[config.mk]
export PLATFORM = sky130hd
export DESIGN_NAME = evt_irq_regs
export DESIGN_NICKNAME = d
export VERILOG_FILES = /design/src/rtl/evt_irq_pkg.sv /design/src/rtl/evt_irq_addr_dec.sv /design/src/rtl/evt_irq_stat_bit.sv /design/src/rtl/evt_irq_mask_bit.sv /design/src/rtl/evt_irq_rd_mux.sv /design/src/rtl/evt_irq_regs.sv
export SDC_FILE = /design/constraint.sdc
export NUM_CORES = 1
export LEC_CHECK = 0
export ABC_AREA = 0
export BUFFER_PORTS_ARGS = -buffer_cell sky130_fd_sc_hd__buf_2
export CORE_MARGIN = 3
export CORE_UTILIZATION = 22
export CTS_BUF_LIST = sky130_fd_sc_hd__clkbuf_8
export CTS_CLUSTER_SIZE = 20
export DETAILED_ROUTE_END_ITERATION = 6
export PLACE_DENSITY = 0.77
export SYNTH_ARGS = -nofsm -noshare
export SYNTH_HDL_FRONTEND = slang
export SYNTH_SLANG_ARGS = --single-unit
[constraint.sdc]
create_clock -name clk -period 1 [get_ports clk]
set_input_delay 0.2 -clock clk [delete_from_list [all_inputs] [get_ports clk]]
set_output_delay 0.2 -clock clk [all_outputs]
set_load 0.02 [all_outputs]
[src/rtl/evt_irq_pkg.sv]
package evt_irq_pkg;
  localparam int unsigned OFS_STAT = 'h0;
  localparam int unsigned OFS_MASK = 'h4;
  localparam int unsigned OFS_EN   = 'h8;
  localparam int unsigned OFS_DIS  = 'hC;

  typedef enum logic [2:0] {
    SEL_NONE,
    SEL_STAT,
    SEL_MASK,
    SEL_EN,
    SEL_DIS
  } reg_sel_e;
endpackage

[src/rtl/evt_irq_addr_dec.sv]
module evt_irq_addr_dec
  import evt_irq_pkg::*;
#(
  parameter int unsigned ADDR_W = 4
) (
  input  logic [ADDR_W-1:0] addr,
  output reg_sel_e          sel
);
  localparam int unsigned AW = (ADDR_W < 32) ? 32 : ADDR_W;
  logic [AW-1:0] ofs;

  always_comb begin
    ofs = '0;
    ofs[ADDR_W-1:0] = addr;
    if      (ofs == AW'(OFS_STAT)) sel = SEL_STAT;
    else if (ofs == AW'(OFS_MASK)) sel = SEL_MASK;
    else if (ofs == AW'(OFS_EN))   sel = SEL_EN;
    else if (ofs == AW'(OFS_DIS))  sel = SEL_DIS;
    else                           sel = SEL_NONE;
  end
endmodule

[src/rtl/evt_irq_stat_bit.sv]
module evt_irq_stat_bit (
  input  logic clk,
  input  logic rst_n,
  input  logic evt,
  input  logic clr,
  output logic stat_q
);
  always_ff @(posedge clk or negedge rst_n) begin
    if (!rst_n)    stat_q <= 1'b0;
    else if (evt)  stat_q <= 1'b1;
    else if (clr)  stat_q <= 1'b0;
  end


  evt_sets_chk: assert property (@(posedge clk) disable iff (!rst_n)
    evt |=> stat_q);

  clr_works_chk: assert property (@(posedge clk) disable iff (!rst_n)
    (clr && !evt) |=> !stat_q);

  stat_hold_chk: assert property (@(posedge clk) disable iff (!rst_n)
    (!clr && !evt) |=> $stable(stat_q));
endmodule

[src/rtl/evt_irq_mask_bit.sv]
module evt_irq_mask_bit (
  input  logic clk,
  input  logic rst_n,
  input  logic arm,
  input  logic disarm,
  output logic mask_q
);
  always_ff @(posedge clk or negedge rst_n) begin
    if (!rst_n)      mask_q <= 1'b1;
    else if (disarm) mask_q <= 1'b1;
    else if (arm)    mask_q <= 1'b0;
  end


  arm_clears_chk: assert property (@(posedge clk) disable iff (!rst_n)
    (arm && !disarm) |=> !mask_q);

  disarm_sets_chk: assert property (@(posedge clk) disable iff (!rst_n)
    disarm |=> mask_q);

  mask_hold_chk: assert property (@(posedge clk) disable iff (!rst_n)
    (!arm && !disarm) |=> $stable(mask_q));
endmodule

[src/rtl/evt_irq_rd_mux.sv]
module evt_irq_rd_mux
  import evt_irq_pkg::*;
#(
  parameter int unsigned DATA_W = 32
) (
  input  logic              rd_en,
  input  reg_sel_e          sel,
  input  logic              stat_q,
  input  logic              mask_q,
  output logic [DATA_W-1:0] rd_data
);
  always_comb begin
    rd_data = '0;
    if (rd_en) begin
      unique case (sel)
        SEL_STAT: rd_data[0] = stat_q;
        SEL_MASK: rd_data[0] = mask_q;
        default:  rd_data    = '0;
      endcase
    end
  end
endmodule

[src/rtl/evt_irq_regs.sv]
module evt_irq_regs
  import evt_irq_pkg::*;
#(
  parameter int unsigned ADDR_W = 4,
  parameter int unsigned DATA_W = 32
) (
  input  logic              clk,
  input  logic              rst_n,
  input  logic [ADDR_W-1:0] addr,
  input  logic              wr_en,
  input  logic [DATA_W-1:0] wr_data,
  input  logic              rd_en,
  output logic [DATA_W-1:0] rd_data,
  input  logic              event_in,
  output logic              irq_out
);
  reg_sel_e sel;
  logic     stat_q, mask_q;
  logic     w_clr, w_arm, w_disarm;
  logic     wdata_unused;

  assign wdata_unused = ^wr_data[DATA_W-1:1];

  evt_irq_addr_dec #(.ADDR_W(ADDR_W)) u_dec (
    .addr (addr),
    .sel  (sel)
  );

  assign w_clr    = wr_en && (sel == SEL_STAT) && wr_data[0];
  assign w_arm    = wr_en && (sel == SEL_EN)   && wr_data[0];
  assign w_disarm = wr_en && (sel == SEL_DIS)  && wr_data[0];

  evt_irq_stat_bit u_stat (
    .clk    (clk),
    .rst_n  (rst_n),
    .evt    (event_in),
    .clr    (w_clr),
    .stat_q (stat_q)
  );

  evt_irq_mask_bit u_mask (
    .clk    (clk),
    .rst_n  (rst_n),
    .arm    (w_arm),
    .disarm (w_disarm),
    .mask_q (mask_q)
  );

  evt_irq_rd_mux #(.DATA_W(DATA_W)) u_rd (
    .rd_en   (rd_en),
    .sel     (sel),
    .stat_q  (stat_q),
    .mask_q  (mask_q),
    .rd_data (rd_data)
  );

  assign irq_out = stat_q & ~mask_q;


  irq_masked_low_chk: assert property (@(posedge clk) disable iff (!rst_n)
    mask_q |-> !irq_out);

  upper_zero_chk: assert property (@(posedge clk) disable iff (!rst_n)
    rd_data[DATA_W-1:1] == '0);

  unmapped_wr_chk: assert property (@(posedge clk) disable iff (!rst_n)
    (wr_en && sel == SEL_NONE && !event_in) |=> ($stable(stat_q) && $stable(mask_q)));

  evt_wins_chk: assert property (@(posedge clk) disable iff (!rst_n)
    (event_in && w_clr) |=> stat_q);
endmodule

# After elaboration in Yosys (flattened, before gate mapping)
# Index checks and enable logic that the tools add are counted.
# totals
output_inout_bits	33
register_bits	2
word_cells	30
# op_classes
n_reduce_logical	9
mux	10
bitwise	2
eq_ne	7
# ops
cell	count
3-bit 2-to-1 mux	4
4-bit == test (second input constant)	2
3-bit by 2-bit == test with 1-bit output (second input constant)	2
1-bit logical AND	6
1-bit 2-to-1 mux	5
4-bit by 3-bit == test with 1-bit output (second input constant)	1
4-bit zero test	1
2-bit nonzero test	2
3-bit by 1-bit == test with 1-bit output (second input constant)	1
3-bit == test (second input constant)	1
1-bit one-hot mux with 2 select lines	1
1-bit bitwise AND	1
1-bit inverter	1

# Logic depth before layout (Yosys ltp)
# logic_depth
depth_word	10
ltp_mapped	3
depth_no_buf	3

# By module
# A second synthesis with hierarchy kept.
# hier_totals
cells_unflattened	52
area_unflattened_um2	415.4
# by_module_without_submodules
mod	seq_area_each_um2	instances	cells_per_inst	area_each_um2
evt_irq_rd_mux	0.0	1	36	262.8
evt_irq_regs	0.0	1	5	46.3
evt_irq_mask_bit	26.3	1	3	37.5
evt_irq_stat_bit	25.0	1	3	36.3
evt_irq_addr_dec	0.0	1	5	32.5

# Least setup slack after synthesis
# No wires, ideal clock.
# synth_path
path_type	register to output
startpoint	register u_mask.mask_q
endpoint	output rd_data[0]
t_arrival_ps	896
path_slack_ps	-96
stages_incl_launch_ff	3
path_cell_list	dfstp_2 mux2_2 and3_1
# synth_between
elab_chain_len	2
# synth_rtl
item	line	text
start, declared	evt_irq_mask_bit.sv:6	output logic mask_q
start signal, assigned	evt_irq_mask_bit.sv:9	if (!rst_n) mask_q <= 1'b1;
start signal, assigned	evt_irq_mask_bit.sv:10	else if (disarm) mask_q <= 1'b1;
start signal, assigned	evt_irq_mask_bit.sv:11	else if (arm) mask_q <= 1'b0;
1-bit one-hot mux with 2 select lines	evt_irq_rd_mux.sv:15	unique case (sel)
1-bit 2-to-1 mux	evt_irq_rd_mux.sv:14	if (rd_en) begin
end, declared	evt_irq_regs.sv:13	output logic [DATA_W-1:0] rd_data,
# Every way passes these cells.

# Final worst setup path
# Ends and elaborated chain as after synthesis.

==> flow_summary.ini <==
[cts]
cts_htree_levels = 1
clock_tree.buffer_depth = 2
clock_insertion_delay_worst_skew_ns = 0.21
numCtsBuffers = 3
clockRootBuffer = clkbuf_8
cts.reportedPaths.clkPinSlew_ns = 0.03
numClockSinks = 2
cts_tree = done

[grt]
number_of_global_route_vias_before_repair = 178
groute.usage.overall_pct = 5.63
grt_max_degree = 4
grt_antenna_before_repair = 0
grt.overflow.total = 0
grt_pass1_wl_um = 703

[hold_path]
hold_path_depth = 2
start_point_of_the_worst_min_delay_path = event_in
holdCritPathClass = in -> reg
hold-path-endpoint = u_stat.stat_q

[worst_setup_path]
critPathArrivalTime_ns = 1.14
worst-path-max-fanout = 2
cp-start-kind = flop
worst_ep_required_time_ns = 0.80
worst_r2r_startpoint = u_mask.mask_q
r2r_end = u_mask.mask_q
crit_path_cell_trace = mux2_4, and3_4, buf_6
critPathBufInv = 1
worstSetupEndpointType = primary output
worst_path_largest_cell_delay_ns = 0.52
critical-path-slowest-cell = dfstp_2
r2r_cells = 3
criticalPathCategory = reg -> out
timing.reg2reg.setup_slack_ns = 0.05
cpLargestDelayFamily = flip-flops

[layout]
layout-area-overhead-vs-synth_pct = 14.8
insertedDiodeCount = 0
area.sequential_um2 = 51.3
fin_cells = 76
finalNetCount = 103
fillCellCount = 151
multi_input_comb_area_um2 = 191
final_layout_size_suffix_gt1_share_pct = 32.8

[logic_synthesis]
netlist_top_cells_area = buf_4 66%, dfstp_2 7.4%, dfrtp_1 7.1%
synth.largest_area_cell = buf_4
number_of_enable_flip_flop_cells_after_synthesis = 0
synth-warning-count = 0
synthesis.area_um2 = 354
post-synth-top-count-cell = buf_4
ys_async_sr_fraction_pct = 100
syn-instance-count = 43
synthFlopType = dfstp_2
synth.lib_cells_used.distinct = 13
ys_seq_elements = 2
syn_area_per_cell_um2 = 8.23
synth.top_cell.area_share_pct = 65.7
synth.yosys.seq_area_share_pct = 14.5

[power_and_ir_drop]
worst_vdd_rail_ir_drop_mv = 0.747
power.share.combinational_pct = 33.8
cellPowerDensity_mw_per_mm2 = 1650
share_clk_of_total_power_pct = 50.7
leakagePower_nw = 0.238
power.switching_w = 0.000236
sequentialPowerShare_pct = 15.5
power.share.switching_pct = 35.1
int_pwr_w = 0.000436

[die]
die_h_um = 46.1
floorplan.rows = 13
fp.dieArea_mm2 = 0.00213
die_width_um = 46.1
start_util_pct = 25.3
boundaryPins = 74
coreArea_mm2 = 0.00140

[sta]
final_hold_viol_count = 0
crit_path_time_final_ns = 1.34
final_max_slew_viol_count = 0
fin_crit_sh_pct = 134
final.setup.tns_ns = -0.638
finalWorstSetupSlack_ns = -0.341
final_setup_vio_count = 2
maxClockFrequency_mhz = 746
grt_setup_unrepaired = true
skew_ns = 0

[drt]
post_drt_wl_per_cell_um = 7.64
antenna_violating_nets_post_route = 0
drt-vias-per-instance = 3.16
drt_pass1_iterations = 1
wl_um = 581
vias = 240
detail_route.iter0.violations = 0
remaining_drc_errors = 0

[run]
cap_viol_max_count = 0

[place]
io_buffers = 11
gpl.final_weighted_congestion = 0.645
dpl.cell_count = 69
detailedPlacementHpwl_um = 467

[run_status]
outcome = complete, but fails checks
violations = setup timing
## stage by stage
step	hold WS [ns]	power, W	utilization, %	setup WS, ns	instance area, um^2
final	0.166	0.000672	29.1	-0.341	407
after global routing	0.171	0.000720	29.1	-0.370	407
after CTS	0.163	0.000675	29.1	-0.346	407
after detailed placement	-0.0129	0.000284	23.2	-0.161	324
after global placement	-0.0145	0.000281	23.2	-0.154	324
after floorplan	-0.0956	0.000340	-	-0.0383	475
## how the worst max path moves through the flow
stage | from | slack [ns] | end | cells after the start
6_report | u_mask.mask_q | -0.34 | rd_data[0] | 3
4_1_cts | u_mask.mask_q | -0.35 | rd_data[0] | 3
3_5_place_dp | u_mask.mask_q | -0.16 | rd_data[0] | 3
3_3_place_gp | u_mask.mask_q | -0.15 | rd_data[0] | 3
5_1_grt | u_mask.mask_q | -0.37 | rd_data[0] | 3
2_1_floorplan | u_mask.mask_q | -0.04 | rd_data[0] | 2
## power by group through the flow
stage	clock (W)	combinational [W]	sequential, W
3_5_place_dp	0	0.000177	0.000106
6_report	0.000341	0.000227	0.000104
4_1_cts	0.000348	0.000224	0.000104
3_3_place_gp	0	0.000176	0.000106
5_1_grt	0.000363	0.000253	0.000105
2_1_floorplan	0	0.000235	0.000104
## cell type report
cell class	count	share of cell area [%]
Multi-Input combinational cell	40	47.1
Timing Repair Buffer	15	24.6
Sequential cell	2	12.6
Clock buffer	3	10.2
Tap cell	15	4.62
Clock inverter	1	0.923
## routing by layer
| layer | vias to the layer above | GRT usage [%] | wire [um] |
|---|---|---|---|
| met5 | - | 0 | 0 |
| met1 | 100 | 3.49 | 129 |
| met2 | 27 | 8.52 | 324 |
| met4 | 0 | 8.52 | 20 |
| met3 | 2 | 3.91 | 107 |
| li1 | 111 | - | - |
## timing repair
action	in CTS	in global routing
gates resized for setup	4	1
pin swaps	0	0
buffers inserted	2	1
endpoints found under the setup margin	2	2
endpoints found under the hold margin	2	0
hold buffers	1	0
## registers in the layout, indices dropped and copies added, names as in the netlist
name and flops:
u_mask.mask_q 1, u_stat.stat_q 1
## cell usage in the layout, fill, tap and decap left out
cell	Yosys	final
conb_1	1	31
buf_2	0	9
clkbuf_8	0	3
buf_4	31	3
buf_6	0	2
nor2b_1	1	1
nor3_1	1	1
mux2_4	0	1
and3_4	0	1
nor2_1	1	1
nand4_1	1	1
mux2_1	1	1
nand4b_1	1	1
a21o_1	1	1
inv_1	0	1
dlygate4sd3_1	0	1
dfstp_2	1	1
dfrtp_1	1	1
## cell families (layout without fill, tap and decap cells)
family / count (synthesis) / after routing / synth area share (%)
other cells: 1 / 31 / 1.06
buf+inv: 31 / 19 / 65.7
compound gates: 1 / 1 / 2.12
mux: 2 / 2 / 6.36
flops: 2 / 2 / 14.5
simple gates: 6 / 6 / 10.2
No activity file was read; power rests on OpenSTA's default activity.
